**src/rtl/acc_pkg.sv**
```systemverilog
package acc_pkg;
  localparam int OPC_W = 4;
  localparam logic [OPC_W-1:0] OPC_LOAD  = 4'h1;
  localparam logic [OPC_W-1:0] OPC_STORE = 4'h2;
  localparam logic [OPC_W-1:0] OPC_ADD   = 4'h5;

  typedef enum logic [3:0] {
    S_FADDR = 4'd0, S_FREAD = 4'd1, S_FCAP = 4'd2, S_IRLD = 4'd3,
    S_OADDR = 4'd4, S_OACC  = 4'd5, S_OCAP = 4'd6, S_ACCUM = 4'd7,
    S_HALT  = 4'd8
  } seq_state_t;

  typedef struct packed {
    logic mar_from_pc;
    logic mar_from_ir;
    logic pc_inc;
    logic mbr_from_mem;
    logic mbr_from_acc;
    logic ir_from_mbr;
    logic acc_load;
    logic acc_add;
  } ctrl_t;

  function automatic logic opc_known(input logic [OPC_W-1:0] op);
    return (op == OPC_LOAD) || (op == OPC_STORE) || (op == OPC_ADD);
  endfunction
endpackage

```
**src/rtl/acc_seq.sv**
```systemverilog
module acc_seq
  import acc_pkg::*;
(
  input  logic             clk,
  input  logic             rst_n,
  input  logic [OPC_W-1:0] opcode,
  output ctrl_t            ctrl,
  output logic             mem_re,
  output logic             mem_we,
  output logic             halted,
  output logic [3:0]       state_code
);
  seq_state_t state, state_nx;

  logic is_store;
  assign is_store = (opcode == OPC_STORE);

  always_ff @(posedge clk) begin
    if (!rst_n) state <= S_FADDR;
    else        state <= state_nx;
  end

  always_comb begin
    state_nx = state;
    ctrl     = '0;
    mem_re   = 1'b0;
    mem_we   = 1'b0;
    unique case (state)
      S_FADDR: begin ctrl.mar_from_pc = 1'b1; state_nx = S_FREAD; end
      S_FREAD: begin mem_re = 1'b1; ctrl.pc_inc = 1'b1; state_nx = S_FCAP; end
      S_FCAP:  begin ctrl.mbr_from_mem = 1'b1; state_nx = S_IRLD; end
      S_IRLD:  begin ctrl.ir_from_mbr = 1'b1; state_nx = S_OADDR; end
      S_OADDR: begin
        if (opc_known(opcode)) begin
          ctrl.mar_from_ir  = 1'b1;
          ctrl.mbr_from_acc = 1'b1;
          state_nx = S_OACC;
        end else begin
          state_nx = S_HALT;
        end
      end
      S_OACC: begin
        if (is_store) begin mem_we = 1'b1; state_nx = S_FADDR; end
        else          begin mem_re = 1'b1; state_nx = S_OCAP;  end
      end
      S_OCAP:  begin ctrl.mbr_from_mem = 1'b1; state_nx = S_ACCUM; end
      S_ACCUM: begin
        ctrl.acc_load = (opcode == OPC_LOAD);
        ctrl.acc_add  = (opcode == OPC_ADD);
        state_nx = S_FADDR;
      end
      S_HALT:  state_nx = S_HALT;
      default: state_nx = S_HALT;
    endcase
  end

  assign halted     = (state == S_HALT);
  assign state_code = state;


  re_we_excl_chk: assert property (@(posedge clk) disable iff (!rst_n)
    !(mem_re && mem_we));

  halt_sticky_chk: assert property (@(posedge clk) disable iff (!rst_n)
    halted |=> halted);

  halt_quiet_chk: assert property (@(posedge clk) disable iff (!rst_n)
    halted |-> (!mem_re && !mem_we));

  we_single_chk: assert property (@(posedge clk) disable iff (!rst_n)
    mem_we |=> !mem_we);
endmodule

```
**src/rtl/acc_datapath.sv**
```systemverilog
module acc_datapath
  import acc_pkg::*;
#(
  parameter int DATA_W = 16,
  parameter int ADDR_W = 12,
  parameter logic [ADDR_W-1:0] RESET_PC = 12'h300
) (
  input  logic              clk,
  input  logic              rst_n,
  input  ctrl_t             ctrl,
  input  logic [DATA_W-1:0] mem_rdata,
  input  logic              mem_we,
  output logic [ADDR_W-1:0] mar,
  output logic [DATA_W-1:0] mbr,
  output logic [OPC_W-1:0]  opcode,
  output logic [DATA_W-1:0] acc,
  output logic              carry
);
  localparam int SUM_W = DATA_W + 1;

  logic [ADDR_W-1:0] pc;
  logic [DATA_W-1:0] ir;
  logic [SUM_W-1:0]  sum;

  function automatic logic [SUM_W-1:0] add_wide(input logic [DATA_W-1:0] a,
                                                input logic [DATA_W-1:0] b);
    return {1'b0, a} + {1'b0, b};
  endfunction

  assign sum    = add_wide(acc, mbr);
  assign opcode = ir[DATA_W-1 -: OPC_W];

  // named events for the checks below
  logic fetch_read, exec_load, exec_add;
  assign fetch_read = ctrl.pc_inc;
  assign exec_load  = ctrl.acc_load;
  assign exec_add   = ctrl.acc_add;

  always_ff @(posedge clk) begin
    if (!rst_n) begin
      pc    <= RESET_PC;
      mar   <= '0;
      mbr   <= '0;
      ir    <= '0;
      acc   <= '0;
      carry <= 1'b0;
    end else begin
      if (ctrl.pc_inc)            pc  <= pc + 1'b1;
      if (ctrl.mar_from_pc)       mar <= pc;
      else if (ctrl.mar_from_ir)  mar <= ir[ADDR_W-1:0];
      if (ctrl.mbr_from_mem)      mbr <= mem_rdata;
      else if (ctrl.mbr_from_acc) mbr <= acc;
      if (ctrl.ir_from_mbr)       ir  <= mbr;
      if (exec_load)              acc <= mbr;
      if (exec_add) begin
        acc   <= sum[DATA_W-1:0];
        carry <= sum[DATA_W];
      end
    end
  end


  pc_step_chk: assert property (@(posedge clk) disable iff (!rst_n)
    fetch_read |=> pc == $past(pc) + 1'b1);

  load_copy_chk: assert property (@(posedge clk) disable iff (!rst_n)
    exec_load |=> acc == $past(mbr));

  carry_hold_chk: assert property (@(posedge clk) disable iff (!rst_n)
    !exec_add |=> $stable(carry));

  store_data_chk: assert property (@(posedge clk) disable iff (!rst_n)
    mem_we |-> mbr == acc);
endmodule

```
**src/rtl/acc_core.sv**
```systemverilog
module acc_core
  import acc_pkg::*;
#(
  parameter int DATA_W = 16,
  parameter int ADDR_W = 12,
  parameter logic [ADDR_W-1:0] RESET_PC = 12'h300
) (
  input  logic              clk,
  input  logic              rst_n,
  output logic [ADDR_W-1:0] mem_addr,
  output logic [DATA_W-1:0] mem_wdata,
  output logic              mem_re,
  output logic              mem_we,
  input  logic [DATA_W-1:0] mem_rdata,
  output logic [DATA_W-1:0] acc_o,
  output logic              carry_o,
  output logic              halted_o,
  output logic [3:0]        state_o
);
  ctrl_t            ctrl;
  logic [OPC_W-1:0] opcode;

  acc_seq u_seq (
    .clk        (clk),
    .rst_n      (rst_n),
    .opcode     (opcode),
    .ctrl       (ctrl),
    .mem_re     (mem_re),
    .mem_we     (mem_we),
    .halted     (halted_o),
    .state_code (state_o)
  );

  acc_datapath #(
    .DATA_W   (DATA_W),
    .ADDR_W   (ADDR_W),
    .RESET_PC (RESET_PC)
  ) u_dp (
    .clk       (clk),
    .rst_n     (rst_n),
    .ctrl      (ctrl),
    .mem_rdata (mem_rdata),
    .mem_we    (mem_we),
    .mar       (mem_addr),
    .mbr       (mem_wdata),
    .opcode    (opcode),
    .acc       (acc_o),
    .carry     (carry_o)
  );
endmodule

```
**config.mk**
```make
export PLATFORM = sky130hd
export DESIGN_NAME = acc_core
export DESIGN_NICKNAME = d
export VERILOG_FILES = /design/src/rtl/acc_pkg.sv /design/src/rtl/acc_seq.sv /design/src/rtl/acc_datapath.sv /design/src/rtl/acc_core.sv
export SDC_FILE = /design/constraint.sdc
export NUM_CORES = 1
export LEC_CHECK = 0
export BUFFER_PORTS_ARGS = -buffer_cell sky130_fd_sc_hd__buf_2
export CORE_MARGIN = 2
export CORE_UTILIZATION = 60
export CTS_CLUSTER_DIAMETER = 200
export DETAILED_ROUTE_END_ITERATION = 12
export PLACE_DENSITY = 0.85
export SLEW_MARGIN = 20
export SYNTH_ARGS = -nofsm -noshare
export SYNTH_HDL_FRONTEND = slang
export SYNTH_SLANG_ARGS = --single-unit
```
**constraint.sdc**
```tcl
create_clock -name clk -period 5.5 [get_ports clk]
set_input_delay 1.1 -clock clk [delete_from_list [all_inputs] [get_ports clk]]
set_output_delay 1.1 -clock clk [all_outputs]
set_load 0.005 [all_outputs]
```
==> flow_summary_export.csv, run 1 <==
group,metric,value,unit
drt,wirelength,10100,um
drt,wl_met3,624,um
job,max_cap_violations,0,
floorplan,row_count,29,
drt,met2_length,4860,um
drt,drt_iter0_markers,227,
critical_path,start_kind,"flop",
logic_synthesis,syn_area_per_cell,8.52,um2
global_routing,grt_start_max_net_pins,68,
sta,finalSetupViolCount,0,
drt,maxUsedRoutingLayer,"met4",
drt,drt.antenna.violating_nets,0,
pwr,p_leak,1.81,nW
logic_synthesis,async_reset_ff_share,0,%
floorplan,die-height,85.7,um
run_status,outcome,"completed",
pwr,power,1.66,mW
drt,viasPerCell,6.25,
place,dpl.cell_count,589,
place,numPortBuffers,69,
pwr,powerDensity,364,mW/mm2
clocking,cts_sinks,77,
clocking,cts_root_buf,"clkbuf_8",
clocking,hold_buffers,0,
sta,min_period,3220,ps
clocking,numCtsBuffers,9,
cells_and_area,final_common_cell,"dfxtp_1",
cells_and_area,nNetsFinal,560,
global_routing,antenna_found_initial,0,
pwr,switchingPower,606,uW
clocking,clk_latency,360,ps
global_routing,grtUsageTotal,28.6,%
clocking,cts_setup_buffers,0,
hold_path,hp-class,"reg -> reg",
sta,relSlewSlack,30.8,%
sta,fin_setup_tns,0,ps
global_routing,grt_pass1_wl,16900,um
sta,rsz0062_at_grt,"false",
logic_synthesis,ys.flop_type,"dfxtp_1",
pwr,power_frac_comb,27.8,%
logic_synthesis,syn_area,0.00401,mm2
clocking,h-tree-depth,3,
pwr,pwr-share-clk,27.0,%
sta,worst_pin_slew,1040,ps
drt,route.detailed.drc,0,
critical_path,critPathMaxFanout,26,
cells_and_area,final_layout_size_suffix_gt1_share,18.5,%
drt,first_pass_iters,5,
logic_synthesis,yosysSeqAreaShare,38.5,%
critical_path,cp.arrival,2120,ps
pwr,p_sw_share,36.5,%
critical_path,cp-end-kind,"output pin",
place,hpwl,6980,um
critical_path,crit_required,4400,ps
sta,min_period_over_period,58.5,%
critical_path,path_class,"reg -> out",
floorplan,initial_core_util,62.7,%
floorplan,dieArea,0.00734,mm2
clocking,cts_max_path_buffers,2,
floorplan,die_w,85.7,um
global_routing,grt.overflow.total,0,
sta,fmax,311,MHz
global_routing,first_global_vias,3484,
pwr,pwr-share-seq,45.2,%
cells_and_area,n_antenna_cell,0,
place,place_area,0.00435,mm2
pwr,irDropWorstVdd,0.237,mV
clocking,tritoncts,"done",
clocking,clk_pin_slew,90,ps
floorplan,core,0.00639,mm2
cells_and_area,layout_common_cells,"77 x dfxtp_1, 69 x buf_2, 60 x nor2_1",
logic_synthesis,synth_seq_cells,77,
drt,num_vias,3790,
clocking,cts_resized,0,
sta,drv_slew,0,
cells_and_area,postLayoutCellArea,0.00457,mm2
logic_synthesis,ys_types,45,
floorplan,io_pins,70,
cells_and_area,fin_cells,606,
cells_and_area,nFillCells,501,
drt,wl_met1,4440,um
logic_synthesis,synth_edf_count,0,
sta,clock-skew-final,10.9,ps
pwr,p_int,1.06,mW
place,place.gp.congestion,0.904,
cells_and_area,area_growth,14.1,%
sta,hold_viol_final,0,
cells_and_area,fin_util,71.6,%
logic_synthesis,ys_warn_count,0,
logic_synthesis,syn_nets,506,
logic_synthesis,synthCells,470,
drt,wl_per_cell,16.7,um
==> flip-flops by register name (all words and copies together), names as in the netlist <==
register,flops
u_dp.mar,12
u_dp.carry,1
u_dp.acc,16
u_seq.state_code,4
u_dp.mbr,16
u_dp.pc,12
u_dp.ir,16
==> final timing paths <==
| kind | cells past startpoint | to | slack (ps) | start |
|---|---|---|---|---|
| max | 5 | mem_re | 2280 | u_dp.ir[14]$_SDFFE_PN0N_ |
| min | 2 | u_dp.ir[10]$_SDFFE_PN0N_ | 460 | u_dp.ir[10]$_SDFFE_PN0N_ |
| max reg2reg | 7 | u_dp.mar[7]$_SDFFE_PN0P_ | 2550 | u_dp.ir[14]$_SDFFE_PN0N_ |
| min reg2reg | 2 | u_dp.ir[10]$_SDFFE_PN0N_ | 460 | u_dp.ir[10]$_SDFFE_PN0N_ |
==> cell usage after synthesis (3+ instances only) <==
master     n  area, um2
a211oi_1  38        285
clkbuf_1  20       75.1
nor4b_1    4       35.0
inv_1      7       26.3
nand4_1    6       37.5
xor2_1    10       87.6
dfxtp_1   77       1540
a21o_1     6       45.0
mux2i_1   37        370
nor3_1     6       30.0
o21ai_0   17       85.1
nor2_1    60        225
a31oi_1   10       62.6
nand2_1   48        180
nand3_1   11       55.1
xnor2_1    7       61.3
buf_2      6       30.0
ha_1      17        213
a21oi_1   38        190
or4_1      3       22.5
or3_1      5       31.3
nand2b_1   5       31.3
o211ai_1   3       22.5
==> kinds of logic after synthesis <==
kind of cell	count (synthesis)	share of synthesized area, %
AOI/OAI and AO/OA	122	19.3
xor gates and xnor gates	17	3.72
adders and majority gates	18	5.81
buffers and inverters	37	3.84
DFF	77	38.5
muxes	38	9.53
and+or+nand+nor	161	19.3
==> power by group through the flow <==
| stage | combinational [mW] | sequential (mW) | clock (mW) |
|---|---|---|---|
| floorplan | 0.325 | 0.720 | 0 |
| global placement | 0.434 | 0.756 | 0 |
| detailed placement | 0.456 | 0.757 | 0 |
| CTS | 0.461 | 0.747 | 0.451 |
| global route | 0.519 | 0.764 | 0.478 |
| finish | 0.462 | 0.752 | 0.449 |
==> through the flow <==
| step | hold slack, ps | worst slack, ps |
|---|---|---|
| 2_1_floorplan | 436 | 3250 |
| 3_3_place_gp | 449 | 2720 |
| 3_5_place_dp | 451 | 2620 |
| 4_1_cts | 462 | 2330 |
| 5_1_grt | 492 | 2120 |
| 6_report | 463 | 2280 |
==> routing by layer <==
| metal | GRT usage, % | vias up |
|---|---|---|
| met5 | 0 | - |
| met4 | 12.1 | 0 |
| met3 | 3.46 | 21 |
| met2 | 46.0 | 144 |
| met1 | 38.9 | 1808 |
| li1 | - | 1817 |
==> critical path, stage by stage (launching register included) <==
cell	delay, ps
dfxtp_1	1010
nor2_1	80
nand2_1	150
nor2_1	70
a211oi_1	290
buf_2	160
==> cell type report <==
| type | count | area (um2) | share of cell area [%] |
|---|---|---|---|
| clock buffer | 9 | 124 | 2.71 |
| clock inverter | 7 | 81.3 | 1.78 |
| inverter | 7 | 27.5 | 0.602 |
| multi-input combinational | 356 | 2320 | 50.7 |
| sequential | 77 | 1540 | 33.7 |
| tap | 77 | 96.3 | 2.11 |
| timing repair buffer | 73 | 382 | 8.35 |
(Power assumes the default switching activity.)
==> inputs of run 2 (changes only) <==
--- a/config.mk
+++ b/config.mk
@@ -7,10 +7,10 @@
 export LEC_CHECK = 0
 export BUFFER_PORTS_ARGS = -buffer_cell sky130_fd_sc_hd__buf_2
 export CORE_MARGIN = 2
-export CORE_UTILIZATION = 60
+export CORE_UTILIZATION = 56
 export CTS_CLUSTER_DIAMETER = 200
 export DETAILED_ROUTE_END_ITERATION = 12
-export PLACE_DENSITY = 0.85
+export PLACE_DENSITY = 0.8
 export SLEW_MARGIN = 20
 export SYNTH_ARGS = -nofsm -noshare
 export SYNTH_HDL_FRONTEND = slang
==> constraint.sdc (replaced) <==
create_clock -name clk -period 3.1 [get_ports clk]
set_input_delay 0.62 -clock clk [delete_from_list [all_inputs] [get_ports clk]]
set_output_delay 0.62 -clock clk [all_outputs]
set_load 0.005 [all_outputs]
==> run 2 against run 1 <==
Effect of this change:
- via count down 1.9%
- hold slack better by 3.1 ps
- combinational power up 79%
- setup slack worse by 1700 ps
- sequential power up 76%
- clock skew down 0.86 ps
- sequential cell count unchanged
- power up 76%
- largest cell class unchanged
==> flow_summary_export.csv, run 2 (synthesis gave the netlist of run 1 again) <==
group,metric,value,unit
clocking,tritoncts,"done",
cells_and_area,final_layout_size_suffix_gt1_share,18.9,%
critical_path,cp.arrival,2780,ps
floorplan,die_w,88.6,um
cells_and_area,n_antenna_cell,0,
run_status,outcome,"completed",
sta,hold_viol_final,0,
clocking,cts_setup_buffers,0,
place,hpwl,6960,um
floorplan,io_pins,70,
critical_path,slowest_stage,"fa_1",
pwr,power,2.92,mW
drt,wl_per_cell,15.8,um
sta,finalSetupViolCount,0,
cells_and_area,seq_area,0.00154,mm2
drt,wirelength,9950,um
clocking,clk_latency,350,ps
clocking,cts_max_path_buffers,2,
floorplan,core,0.00687,mm2
sta,clock-skew-final,10.0,ps
cells_and_area,largestRegisters,"u_dp.acc x16, u_dp.ir x16, u_dp.mbr x16",
sta,setup_slack,588,ps
critical_path,worstPathCellList,"ha_1, fa_1, a21o_1, a311o_1, a31oi_1, o21ai_0, xnor2_1, o21ai_0",
pwr,powerDensity,634,mW/mm2
sta,min_period_over_period,81.0,%
global_routing,grt.overflow.total,0,
floorplan,die-height,88.6,um
drt,num_vias,3717,
critical_path,start_kind,"flop",
clocking,clk_pin_slew,90,ps
global_routing,grt_start_max_net_pins,42,
cells_and_area,final_common_cell,"dfxtp_1",
pwr,p_int,1.87,mW
clocking,cts_resized,0,
cells_and_area,layout_common_cells,"77 x dfxtp_1, 69 x buf_2, 60 x nor2_1",
sta,rsz0062_at_grt,"false",
critical_path,cp-end-kind,"flop",
drt,route.detailed.drc,0,
floorplan,initial_core_util,58.3,%
clocking,cts_sinks,77,
pwr,irDropWorstVdd,0.391,mV
place,numPortBuffers,69,
cells_and_area,fin_util,67.1,%
sta,fin_setup_tns,0,ps
sta,min_period,2510,ps
pwr,switchingPower,1.05,mW
pwr,p_sw_share,35.9,%
global_routing,antenna_found_initial,0,
pwr,power_frac_comb,28.2,%
drt,drt_iter0_markers,190,
drt,first_pass_iters,5,
clocking,hold_buffers,0,
critical_path,timing.critical_path.mode_cell,"o21ai_0",
clocking,cts_root_buf,"clkbuf_8",
critical_path,crit_required,3370,ps
critical_path,path_class,"reg -> reg",
floorplan,row_count,30,
critical_path,crit_family,"compound AO/OA/AOI/OAI gates",
sta,relSlewSlack,46.4,%
drt,drt.antenna.violating_nets,0,
sta,fmax,398,MHz
global_routing,first_global_vias,3409,
critical_path,critPathMaxStageDelay,410,ps
pwr,pwr-share-seq,45.3,%
sta,drv_slew,0,
critical_path,path_buf_inv,0,
drt,viasPerCell,5.91,
cells_and_area,nFillCells,576,
global_routing,grt_pass1_wl,16300,um
hold_path,hp-class,"reg -> reg",
cells_and_area,area_growth,15.1,%
pwr,pwr-share-clk,26.5,%
cells_and_area,nNetsFinal,564,
place,place.gp.congestion,0.911,
sta,worst_pin_slew,803,ps
clocking,numCtsBuffers,9,
cells_and_area,multi_input_area,0.00232,mm2
critical_path,critPathMaxFanout,5,
global_routing,grtUsageTotal,26.4,%
pwr,p_leak,1.82,nW
place,place_ws,632,ps
job,max_cap_violations,0,
clocking,h-tree-depth,3,
floorplan,dieArea,0.00784,mm2
## run 2: changes by cell type in the layout (fill, tap and decap cells not counted)
cell,change
inv_2,+1
buf_4,+5
clkinv_4,-2
clkinv_2,-2
inv_8,-1
clkbuf_8,-1
clkinvlp_4,+3
clkbuf_1,+1
## run 2: metrics by stage
step	instance area, um2	cells	hold WS (ps)
6_report	4610	629	466
5_1_grt	4610	629	494
4_1_cts	4610	629	469
3_5_place_dp	4410	613	457
3_3_place_gp	4410	613	445
2_1_floorplan	4010	470	436
## run 2: final timing paths
kind | from | end | slack, ps | cells past startpoint
worst max register to register | u_dp.mbr[0]$_SDFFE_PN0P_ | u_dp.acc[12]$_SDFFE_PN0P_ | 590 | 8
worst min register to register | u_dp.ir[3]$_SDFFE_PN0N_ | u_dp.ir[3]$_SDFFE_PN0N_ | 470 | 2
worst min-delay path | u_dp.ir[3]$_SDFFE_PN0N_ | u_dp.ir[3]$_SDFFE_PN0N_ | 470 | 2
worst max-delay path | u_dp.mbr[0]$_SDFFE_PN0P_ | u_dp.acc[12]$_SDFFE_PN0P_ | 590 | 8
## run 2: per-layer routing
metal,track usage [%],wire (um),vias to the layer above
li1,-,-,1815
met1,36.7,4650,1742
met2,40.2,4480,130
met3,4.10,537,30
met4,12.4,283,0
met5,0,0,-
## run 2: worst register-to-register path, delay by kind of cell (launching register included)
kind	cells	cell delay [ps]
adders and majority gates	2	650
AOI/OAI and AO/OA	5	1310
xor gates and xnor gates	1	140
DFF	1	350
## run 2: layout make-up
cell class | instances | share of cell area [%]
inverter | 7 | 0.570
timing repair buffer | 77 | 8.79
sequential | 77 | 33.4
multi-input combinational | 356 | 50.3
tap | 96 | 2.61
clock buffer | 10 | 2.77
clock inverter | 6 | 1.52
## run 2: power groups by stage
stage / clock, mW / combinational (mW) / sequential [mW]
4_1_cts: 0.783 / 0.827 / 1.32
3_3_place_gp: 0 / 0.792 / 1.33
3_5_place_dp: 0 / 0.821 / 1.34
2_1_floorplan: 0 / 0.576 / 1.28
5_1_grt: 0.828 / 0.931 / 1.35
6_report: 0.774 / 0.825 / 1.32
